$ cat src/rtl/sram_ctrl_pkg.sv
package sram_ctrl_pkg;

  typedef enum logic [2:0] {
    ST_IDLE = 3'd0,
    ST_RD   = 3'd1,
    ST_TURN = 3'd2,
    ST_WP   = 3'd3,
    ST_WH   = 3'd4
  } phase_e;

  function automatic int unsigned max2(input int unsigned a, input int unsigned b);
    return (a > b) ? a : b;
  endfunction

  // ceil(ns / clk_ns), never below one clock
  function automatic int unsigned ns_to_cyc(input int unsigned ns, input int unsigned clk_ns);
    int unsigned c;
    c = (ns + clk_ns - 1) / clk_ns;
    return (c < 1) ? 1 : c;
  endfunction

endpackage

$ cat src/rtl/sram_phase_timer.sv
module sram_phase_timer #(
  parameter int CNT_W = 4
) (
  input  logic             clk_i,
  input  logic             rst_ni,
  input  logic             load_i,
  input  logic [CNT_W-1:0] load_val_i,
  output logic             done_o
);

  logic [CNT_W-1:0] cnt_q;

  always_ff @(posedge clk_i or negedge rst_ni) begin
    if (!rst_ni)            cnt_q <= '0;
    else if (load_i)        cnt_q <= load_val_i;
    else if (cnt_q != '0)   cnt_q <= cnt_q - 1'b1;
  end

  assign done_o = (cnt_q == '0);

  // a loaded count always counts down by one
  a_r2_timer_counts_down: assert property (@(posedge clk_i) disable iff (!rst_ni)
    (!load_i && cnt_q != '0) |=> (cnt_q == $past(cnt_q) - 1'b1));

endmodule

$ cat src/rtl/sram_seq.sv
module sram_seq
  import sram_ctrl_pkg::*;
#(
  parameter int CNT_W  = 2,
  parameter int RD_CYC = 1,
  parameter int WP_CYC = 1,
  parameter int WH_CYC = 1
) (
  input  logic             clk_i,
  input  logic             rst_ni,
  input  logic             req_i,
  input  logic             we_i,
  input  logic             be_any_i,
  input  logic             done_i,
  output phase_e           phase_o,
  output logic             accept_o,
  output logic             capture_o,
  output logic             load_o,
  output logic [CNT_W-1:0] load_val_o,
  output logic             ready_o
);

  localparam logic [CNT_W-1:0] RD_LD = CNT_W'(RD_CYC - 1);
  localparam logic [CNT_W-1:0] WP_LD = CNT_W'(WP_CYC - 1);
  localparam logic [CNT_W-1:0] WH_LD = CNT_W'(WH_CYC - 1);

  phase_e phase_q, phase_d;
  logic   ready_q, ready_d;
  logic   last_rd_q;

  always_comb begin
    phase_d    = phase_q;
    load_o     = 1'b0;
    load_val_o = '0;
    accept_o   = 1'b0;
    capture_o  = 1'b0;
    ready_d    = 1'b0;
    unique case (phase_q)
      ST_IDLE: begin
        if (req_i && !ready_q) begin
          if (!be_any_i) begin
            ready_d = 1'b1;
          end else begin
            accept_o = 1'b1;
            load_o   = 1'b1;
            if (!we_i) begin
              phase_d    = ST_RD;
              load_val_o = RD_LD;
            end else if (last_rd_q) begin
              phase_d    = ST_TURN;
              load_val_o = '0;
            end else begin
              phase_d    = ST_WP;
              load_val_o = WP_LD;
            end
          end
        end
      end
      ST_RD: begin
        if (done_i) begin
          phase_d   = ST_IDLE;
          capture_o = 1'b1;
          ready_d   = 1'b1;
        end
      end
      ST_TURN: begin
        if (done_i) begin
          phase_d    = ST_WP;
          load_o     = 1'b1;
          load_val_o = WP_LD;
        end
      end
      ST_WP: begin
        if (done_i) begin
          phase_d    = ST_WH;
          load_o     = 1'b1;
          load_val_o = WH_LD;
        end
      end
      ST_WH: begin
        if (done_i) begin
          phase_d = ST_IDLE;
          ready_d = 1'b1;
        end
      end
      default: phase_d = ST_IDLE;
    endcase
  end

  always_ff @(posedge clk_i or negedge rst_ni) begin
    if (!rst_ni) begin
      phase_q   <= ST_IDLE;
      ready_q   <= 1'b0;
      last_rd_q <= 1'b0;
    end else begin
      phase_q <= phase_d;
      ready_q <= ready_d;
      if (capture_o)             last_rd_q <= 1'b1;
      else if (phase_q == ST_WP) last_rd_q <= 1'b0;
    end
  end

  assign phase_o = phase_q;
  assign ready_o = ready_q;

  // completion pulse lasts one clock
  a_r11_ready_one_clock: assert property (@(posedge clk_i) disable iff (!rst_ni)
    ready_o |=> !ready_o);

  // empty request completes next clock without leaving idle
  a_r8_empty_req_idle: assert property (@(posedge clk_i) disable iff (!rst_ni)
    (phase_q == ST_IDLE && !ready_q && req_i && !be_any_i) |=> (ready_o && phase_q == ST_IDLE));

  // no new access starts during the ready clock
  a_r10_no_accept_in_ready: assert property (@(posedge clk_i) disable iff (!rst_ni)
    ready_o |=> (phase_q == ST_IDLE));

endmodule

$ cat src/rtl/sram_pin_drv.sv
module sram_pin_drv
  import sram_ctrl_pkg::*;
#(
  parameter int AW = 18,
  parameter int DW = 16,
  parameter int BW = DW / 8
) (
  input  logic          clk_i,
  input  logic          rst_ni,
  input  logic          accept_i,
  input  logic          capture_i,
  input  phase_e        phase_i,
  input  logic [AW-1:0] addr_i,
  input  logic [DW-1:0] wdata_i,
  input  logic [BW-1:0] be_i,
  output logic [AW-1:0] mem_addr_o,
  output logic          mem_cs_no,
  output logic          mem_we_no,
  output logic          mem_oe_no,
  output logic [BW-1:0] lane_no,
  output logic [DW-1:0] mem_dq_o,
  output logic          mem_dq_oe_o,
  input  logic [DW-1:0] mem_dq_i,
  output logic [DW-1:0] rdata_o
);

  logic [AW-1:0] addr_q;
  logic [DW-1:0] wdata_q, rdata_q, rd_lanes;
  logic [BW-1:0] be_q;
  logic          active;

  always_ff @(posedge clk_i or negedge rst_ni) begin
    if (!rst_ni) begin
      addr_q  <= '0;
      wdata_q <= '0;
      be_q    <= '0;
      rdata_q <= '0;
    end else begin
      if (accept_i) begin
        addr_q  <= addr_i;
        wdata_q <= wdata_i;
        be_q    <= be_i;
      end
      if (capture_i) rdata_q <= rd_lanes;
    end
  end

  assign active = (phase_i == ST_RD) || (phase_i == ST_WP) || (phase_i == ST_WH);

  for (genvar g = 0; g < BW; g++) begin : g_lane
    assign lane_no[g]         = !(active && be_q[g]);
    assign rd_lanes[g*8 +: 8] = be_q[g] ? mem_dq_i[g*8 +: 8] : 8'h00;
  end

  assign mem_addr_o  = addr_q;
  assign mem_dq_o    = wdata_q;
  assign mem_cs_no   = !active;
  assign mem_oe_no   = (phase_i != ST_RD);
  assign mem_we_no   = (phase_i != ST_WP);
  assign mem_dq_oe_o = (phase_i == ST_WP) || (phase_i == ST_WH);
  assign rdata_o     = rdata_q;

  // controller drivers never fight the memory
  a_r9_no_contention: assert property (@(posedge clk_i) disable iff (!rst_ni)
    mem_dq_oe_o |-> mem_oe_no);

  // drivers come on only after a deselected clock
  a_r9_idle_before_drive: assert property (@(posedge clk_i) disable iff (!rst_ni)
    $rose(mem_dq_oe_o) |-> $past(mem_cs_no));

  // write strobe only inside a selected cycle with data driven
  a_r4_we_with_cs: assert property (@(posedge clk_i) disable iff (!rst_ni)
    !mem_we_no |-> (!mem_cs_no && mem_oe_no && mem_dq_oe_o));

  // address and data steady across an access
  a_r10_pins_held: assert property (@(posedge clk_i) disable iff (!rst_ni)
    (!mem_cs_no && $past(!mem_cs_no)) |-> ($stable(mem_addr_o) && $stable(mem_dq_o)));

  // deselected means no lane strobe
  a_r1_lanes_off_when_idle: assert property (@(posedge clk_i) disable iff (!rst_ni)
    mem_cs_no |-> (&lane_no));

endmodule

$ cat src/rtl/sram_ctrl.sv
module sram_ctrl
  import sram_ctrl_pkg::*;
#(
  parameter int ADDR_W  = 18,
  parameter int DATA_W  = 16,
  parameter int CLK_NS  = 20,
  parameter int T_AA_NS = 17,
  parameter int T_OE_NS = 7,
  parameter int T_BA_NS = 7,
  parameter int T_WP_NS = 14,
  parameter int T_DW_NS = 10,
  parameter int T_WC_NS = 17
) (
  input  logic              clk_i,
  input  logic              rst_ni,
  input  logic              req_i,
  input  logic              we_i,
  input  logic [ADDR_W-1:0] addr_i,
  input  logic [DATA_W-1:0] wdata_i,
  input  logic [1:0]        be_i,
  output logic              ready_o,
  output logic [DATA_W-1:0] rdata_o,
  output logic [ADDR_W-1:0] sram_addr_o,
  output logic              sram_cs_no,
  output logic              sram_we_no,
  output logic              sram_oe_no,
  output logic              sram_lb_no,
  output logic              sram_ub_no,
  output logic [DATA_W-1:0] sram_dq_o,
  output logic              sram_dq_oe_o,
  input  logic [DATA_W-1:0] sram_dq_i
);

  localparam int RD_CYC  = ns_to_cyc(max2(T_AA_NS, max2(T_OE_NS, T_BA_NS)), CLK_NS);
  localparam int WP_CYC  = ns_to_cyc(max2(T_WP_NS, T_DW_NS), CLK_NS);
  localparam int WC_CYC  = ns_to_cyc(T_WC_NS, CLK_NS);
  localparam int WH_CYC  = (WC_CYC > WP_CYC) ? (WC_CYC - WP_CYC) : 1;
  localparam int MAX_CYC = max2(RD_CYC, max2(WP_CYC, WH_CYC));
  localparam int CNT_W   = (MAX_CYC < 2) ? 1 : $clog2(MAX_CYC);
  localparam int BW      = DATA_W / 8;

  phase_e           phase;
  logic             accept, capture, load, done;
  logic [CNT_W-1:0] load_val;
  logic [BW-1:0]    lane_n;

  sram_phase_timer #(.CNT_W(CNT_W)) u_timer (
    .clk_i      (clk_i),
    .rst_ni     (rst_ni),
    .load_i     (load),
    .load_val_i (load_val),
    .done_o     (done)
  );

  sram_seq #(
    .CNT_W  (CNT_W),
    .RD_CYC (RD_CYC),
    .WP_CYC (WP_CYC),
    .WH_CYC (WH_CYC)
  ) u_seq (
    .clk_i      (clk_i),
    .rst_ni     (rst_ni),
    .req_i      (req_i),
    .we_i       (we_i),
    .be_any_i   (|be_i),
    .done_i     (done),
    .phase_o    (phase),
    .accept_o   (accept),
    .capture_o  (capture),
    .load_o     (load),
    .load_val_o (load_val),
    .ready_o    (ready_o)
  );

  sram_pin_drv #(.AW(ADDR_W), .DW(DATA_W), .BW(BW)) u_pins (
    .clk_i       (clk_i),
    .rst_ni      (rst_ni),
    .accept_i    (accept),
    .capture_i   (capture),
    .phase_i     (phase),
    .addr_i      (addr_i),
    .wdata_i     (wdata_i),
    .be_i        (be_i[BW-1:0]),
    .mem_addr_o  (sram_addr_o),
    .mem_cs_no   (sram_cs_no),
    .mem_we_no   (sram_we_no),
    .mem_oe_no   (sram_oe_no),
    .lane_no     (lane_n),
    .mem_dq_o    (sram_dq_o),
    .mem_dq_oe_o (sram_dq_oe_o),
    .mem_dq_i    (sram_dq_i),
    .rdata_o     (rdata_o)
  );

  assign sram_lb_no = lane_n[0];
  assign sram_ub_no = lane_n[BW-1];

endmodule

$ cat config.mk
export PLATFORM = sky130hd
export DESIGN_NAME = sram_ctrl
export DESIGN_NICKNAME = d
export VERILOG_FILES = /design/src/rtl/sram_ctrl_pkg.sv /design/src/rtl/sram_phase_timer.sv /design/src/rtl/sram_seq.sv /design/src/rtl/sram_pin_drv.sv /design/src/rtl/sram_ctrl.sv
export SDC_FILE = /design/constraint.sdc
export NUM_CORES = 1
export LEC_CHECK = 0
export BUFFER_PORTS_ARGS = -buffer_cell sky130_fd_sc_hd__clkbuf_2
export CAP_MARGIN = 40
export CELL_PAD_IN_SITES_DETAIL_PLACEMENT = 1
export CELL_PAD_IN_SITES_GLOBAL_PLACEMENT = 2
export CORE_ASPECT_RATIO = 0.6
export CORE_MARGIN = 5
export CORE_UTILIZATION = 29
export DETAILED_ROUTE_END_ITERATION = 8
export GPL_ROUTABILITY_DRIVEN = 0
export PLACE_DENSITY = 0.83
export SETUP_SLACK_MARGIN = 0.3
export SYNTH_ARGS = -nofsm -noshare
export SYNTH_HDL_FRONTEND = slang
export SYNTH_SLANG_ARGS = --single-unit
$ cat constraint.sdc
create_clock -name clk_i -period 2.3 [get_ports clk_i]
set_clock_uncertainty 0.15 [all_clocks]
set_input_delay 0.46 -clock clk_i [delete_from_list [all_inputs] [get_ports clk_i]]
set_output_delay 0.46 -clock clk_i [all_outputs]
set_load 0.02 [all_outputs]
==> implementation parameters <==
Parameter                              Value

Status
  Status ... completed

Route
  Number of violations reported at the end of detailed-routing iteration 0 ... just under 60
  Antenna-violating nets left ... 0
  Wire length after detailed routing ... about 6600 µm
  Average wire per standard cell ... about 16 µm
  DRC violations left ... 0
  Routed vias/inst ... between 4 and 5
  Number of vias after detailed routing ... 1858
  Detailed Routing Iterations Pass 1 ... 4

Timing
  Fraction of the cycle the final worst path needs ... 88.63%
  Minimum clock period ... between 2000 and 2500 ps
  Final hold violation count ... 0
  Sum of negative setup slack ... 0 ps
  Number of endpoints failing setup at the final stage ... 0
  Worst-case setup margin in the final layout ... roughly 260 ps
  Max Clk Rate ... between 400 and 500 MHz
  Fin. max-slew vios ... 0
  Worst hold slack across all endpoints ... a little over 200 ps
  Worst relative slew slack ... around 70%
  Transition time of the tightest slew-check pin ... roughly 470 ps
  Unrepaired setup endpoints after global routing ... yes

Pwr
  Clock share of power ... 27.4%
  Cell-internal power ... approximately 3900 µW
  Leakage power figure ... about 0.0019 µW
  Sequential share of power ... between 20% and 30%
  Highest ir drop seen on vdd ... just under 0.6 mV
  Ratio of total power to cell area ... ~1700 nW/µm²
  Share of power burned in combinational logic ... a little over two fifths
  Switching share of power ... between 30% and 40%
  Switching Power ... 2154 µW

Yosys
  Largest area contributor in the synthesized netlist ... sky130_fd_sc_hd__dfrtp_1
  Number of distinct library cell variants in the gate-level netlist after synthesis ... 29
  Cells after synthesis ... between 150 and 200
  Share of the synthesized area in the top cell type ... between 50% and 60%
  Post-Syn Area per Cell ... around 14 µm²
  Leading cell types by total area after synthesis ... sky130_fd_sc_hd__dfrtp_1, sky130_fd_sc_hd__mux2_4, sky130_fd_sc_hd__nand2_1
  Flops & latches, synth ... 57
  Yosys warning total ... 0
  Sequential area share after synthesis ... between 50% and 60%
  Syn Std Cell Area ... roughly 2400 µm²
  Nets in the synthesized netlist ... between 200 and 250

Critical path
  Capturing element type of the critical path ... output port
  Top fanout value on the critical path ... 5
  Startpoint type of the worst setup path ... flop
  Required time at the worst-slack endpoint ... approximately 1700 ps
  Crit Path Class ... flop to output port
  Data arrival time of the worst path ... 1430 ps

Final layout
  Count of filler cells inserted in the layout ... around 900
  Area of combinational cells with multiple inputs ... about 890 µm²
  Number of nets in the layout ... around 370
  N_diodes ... 0
  Growth of design area from synthesis to finish ... 48.30%
  Fraction of final layout cells with drive strength greater than 1 ... between 60 and 70%
  Register area ... 1430 µm²

Floorplan
  Starting density of the core ... about 30%
  Die H ... 80.94 µm
  Boundary Pins ... approximately 110
  Die boundary width ... between 100 and 150 µm
  Number of placement rows ... 25
  Floorplan die area ... between 10000 and 15000 µm²
  Placeable core region ... 8008 µm²

Global routing
  Number of antenna violations at the first check in global routing ... 0
  Total congestion overflow after global routing ... 0
  Gr usage total ... 13.34%
  Global-route wire length before repair ... roughly 10000 µm
  Maximum number of pins on one net before global-route repair ... 34
  Via count of the first global-routing pass ... about 2000

Clock tree
  CTS Root Cell ... sky130_fd_sc_hd__clkbuf_16
  H-tree levels ... 3
  Worst-Skew Late Latency ... between 300 and 400 ps
  CTS Buf Count ... 9
  Clock tree from TritonCTS ... done
  Clock sink count ... 57
  Register clock-pin slew on the reported worst setup and hold paths ... 50 ps
  CTS Buffer Depth ... 2

Job
  Max-cap violations ... 0

Placed design
  Buffers on Ports ... about 110
  Post-placement setup slack ... about 330 ps
  Detailed Place HPWL ... between 4000 and 5000 µm

Min path
  Type of the most critical hold path ... input pin to flop
## cell usage after synthesis (all sizes together)
library cell / number
mux2: 34
nor3: 3
and2: 1
nand2: 39
a31oi: 2
a22o: 2
and2b: 1
o21ai: 16
clkbuf: 1
inv: 2
dfrtp: 57
nand2b: 1
buf: 11
nand3b: 1
a211oi: 2
nand3: 2
nor2: 1
and3: 1
or2: 1
or3b: 2
## area by class of cell
type	instances	share of cell area, %
Inverter	2	0.2081
Multi-Input combinational cell	109	24.63
Sequential cell	57	39.65
Clock buffer	11	7.007
Tap cell	108	3.746
Timing Repair Buffer	132	21.30
Clock inverter	5	3.469
## final timing paths
path / from / endpoint / slack, ps / cells after the start
hold reg to reg: u_seq.last_rd_q$_DFFE_PN0P_ / u_seq.last_rd_q$_DFFE_PN0P_ / 330 / 2
max in group asynchronous: rst_ni / u_pins.mem_addr_o[7]$_DFFE_PN0P_ / 870 / 3
setup / recovery: u_seq.phase_o[1]$_DFFE_PN0P_ / sram_oe_no / 260 / 3
setup reg to reg: u_seq.phase_o[2]$_DFFE_PN0P_ / u_pins.mem_dq_o[3]$_DFFE_PN0P_ / 430 / 5
min in group asynchronous: rst_ni / u_pins.mem_addr_o[3]$_DFFE_PN0P_ / 470 / 2
hold / removal: sram_dq_i[7] / u_pins.rdata_o[7]$_DFFE_PN0P_ / 210 / 3
## cells in the final DEF (no fill, tap or decap), drive strengths merged
master / Yosys / final
o21ai: 16 / 16
clkbuf: 1 / 119
dfrtp: 57 / 57
mux2: 34 / 34
a211oi: 2 / 2
and2: 1 / 1
buf: 11 / 23
and3: 1 / 1
dlygate4sd3: 0 / 1
nand3: 2 / 2
a31oi: 2 / 2
inv: 2 / 2
nand3b: 1 / 1
a22o: 2 / 2
or2: 1 / 1
nand2b: 1 / 1
or3b: 2 / 2
and2b: 1 / 1
nor2: 1 / 1
nand2: 39 / 39
bufinv: 0 / 4
nor3: 3 / 3
clkinv: 0 / 1
## critical path: stages, from the launching register on
cell,delay [ps]
sky130_fd_sc_hd__dfrtp_2,410
sky130_fd_sc_hd__buf_6,140
sky130_fd_sc_hd__or3b_4,410
sky130_fd_sc_hd__buf_8,140
## stage by stage
stage                     area (µm²)  total power (µW)  util [%]  std cells
after detailed placement        3068              4252     38.31        395
after CTS                       3538              6097     44.19        416
after global placement          3068              4187     38.31        395
after global routing            3607              6460     45.05        424
final                           3607              6086     45.05        424
after floorplan                 2432              3488         -        180
## repair_timing
| item | 4_1_cts | 5_1_grt |
|---|---|---|
| hold buffers | 1 | 0 |
| pin swaps | 2 | 2 |
| setup endpoints to repair | 5 | 6 |
| setup buffers | 4 | 8 |
| endpoints found under the hold margin | 18 | 0 |
| resized for setup | 16 | 6 |
## sequential cells by signal, indices dropped and copies added, names as in the netlist
signal,cells
u_seq.ready_o,1
u_pins.rdata_o,16
u_seq.phase_o,3
u_pins.mem_dq_o,16
u_pins.be_q,2
u_seq.last_rd_q,1
u_pins.mem_addr_o,18
## layer usage
layer,global-route usage [%],wire (µm),part of all wire (%),up-vias
li1,-,-,-,873
met1,16.91,3077,46,903
met5,0,0,0,-
met3,6.110,597,9.0,4
met2,20.15,2907,44,78
met4,4.767,35,0.53,0
## power by group through the flow
| stage | sequential [µW] | clock [µW] | combinational (µW) |
|---|---|---|---|
| finish | 1800 | 1670 | 2610 |
| global route | 1870 | 1770 | 2820 |
| CTS | 1810 | 1720 | 2560 |
| detailed placement | 1840 | 0 | 2410 |
| global placement | 1820 | 0 | 2360 |
| floorplan | 2300 | 0 | 1180 |
## cells by family (layout without fill, tap and decap cells)
family                 Yosys count  count (layout)  synth area share, %
flip-flops                      57              57                58.64
AND/OR/NAND/NOR                 53              53                10.34
multiplexers                    34              34                20.37
AO/OA/AOI/OAI                   22              22                5.195
buffers and inverters           14             150                5.453
(Power assumes the default switching activity.)
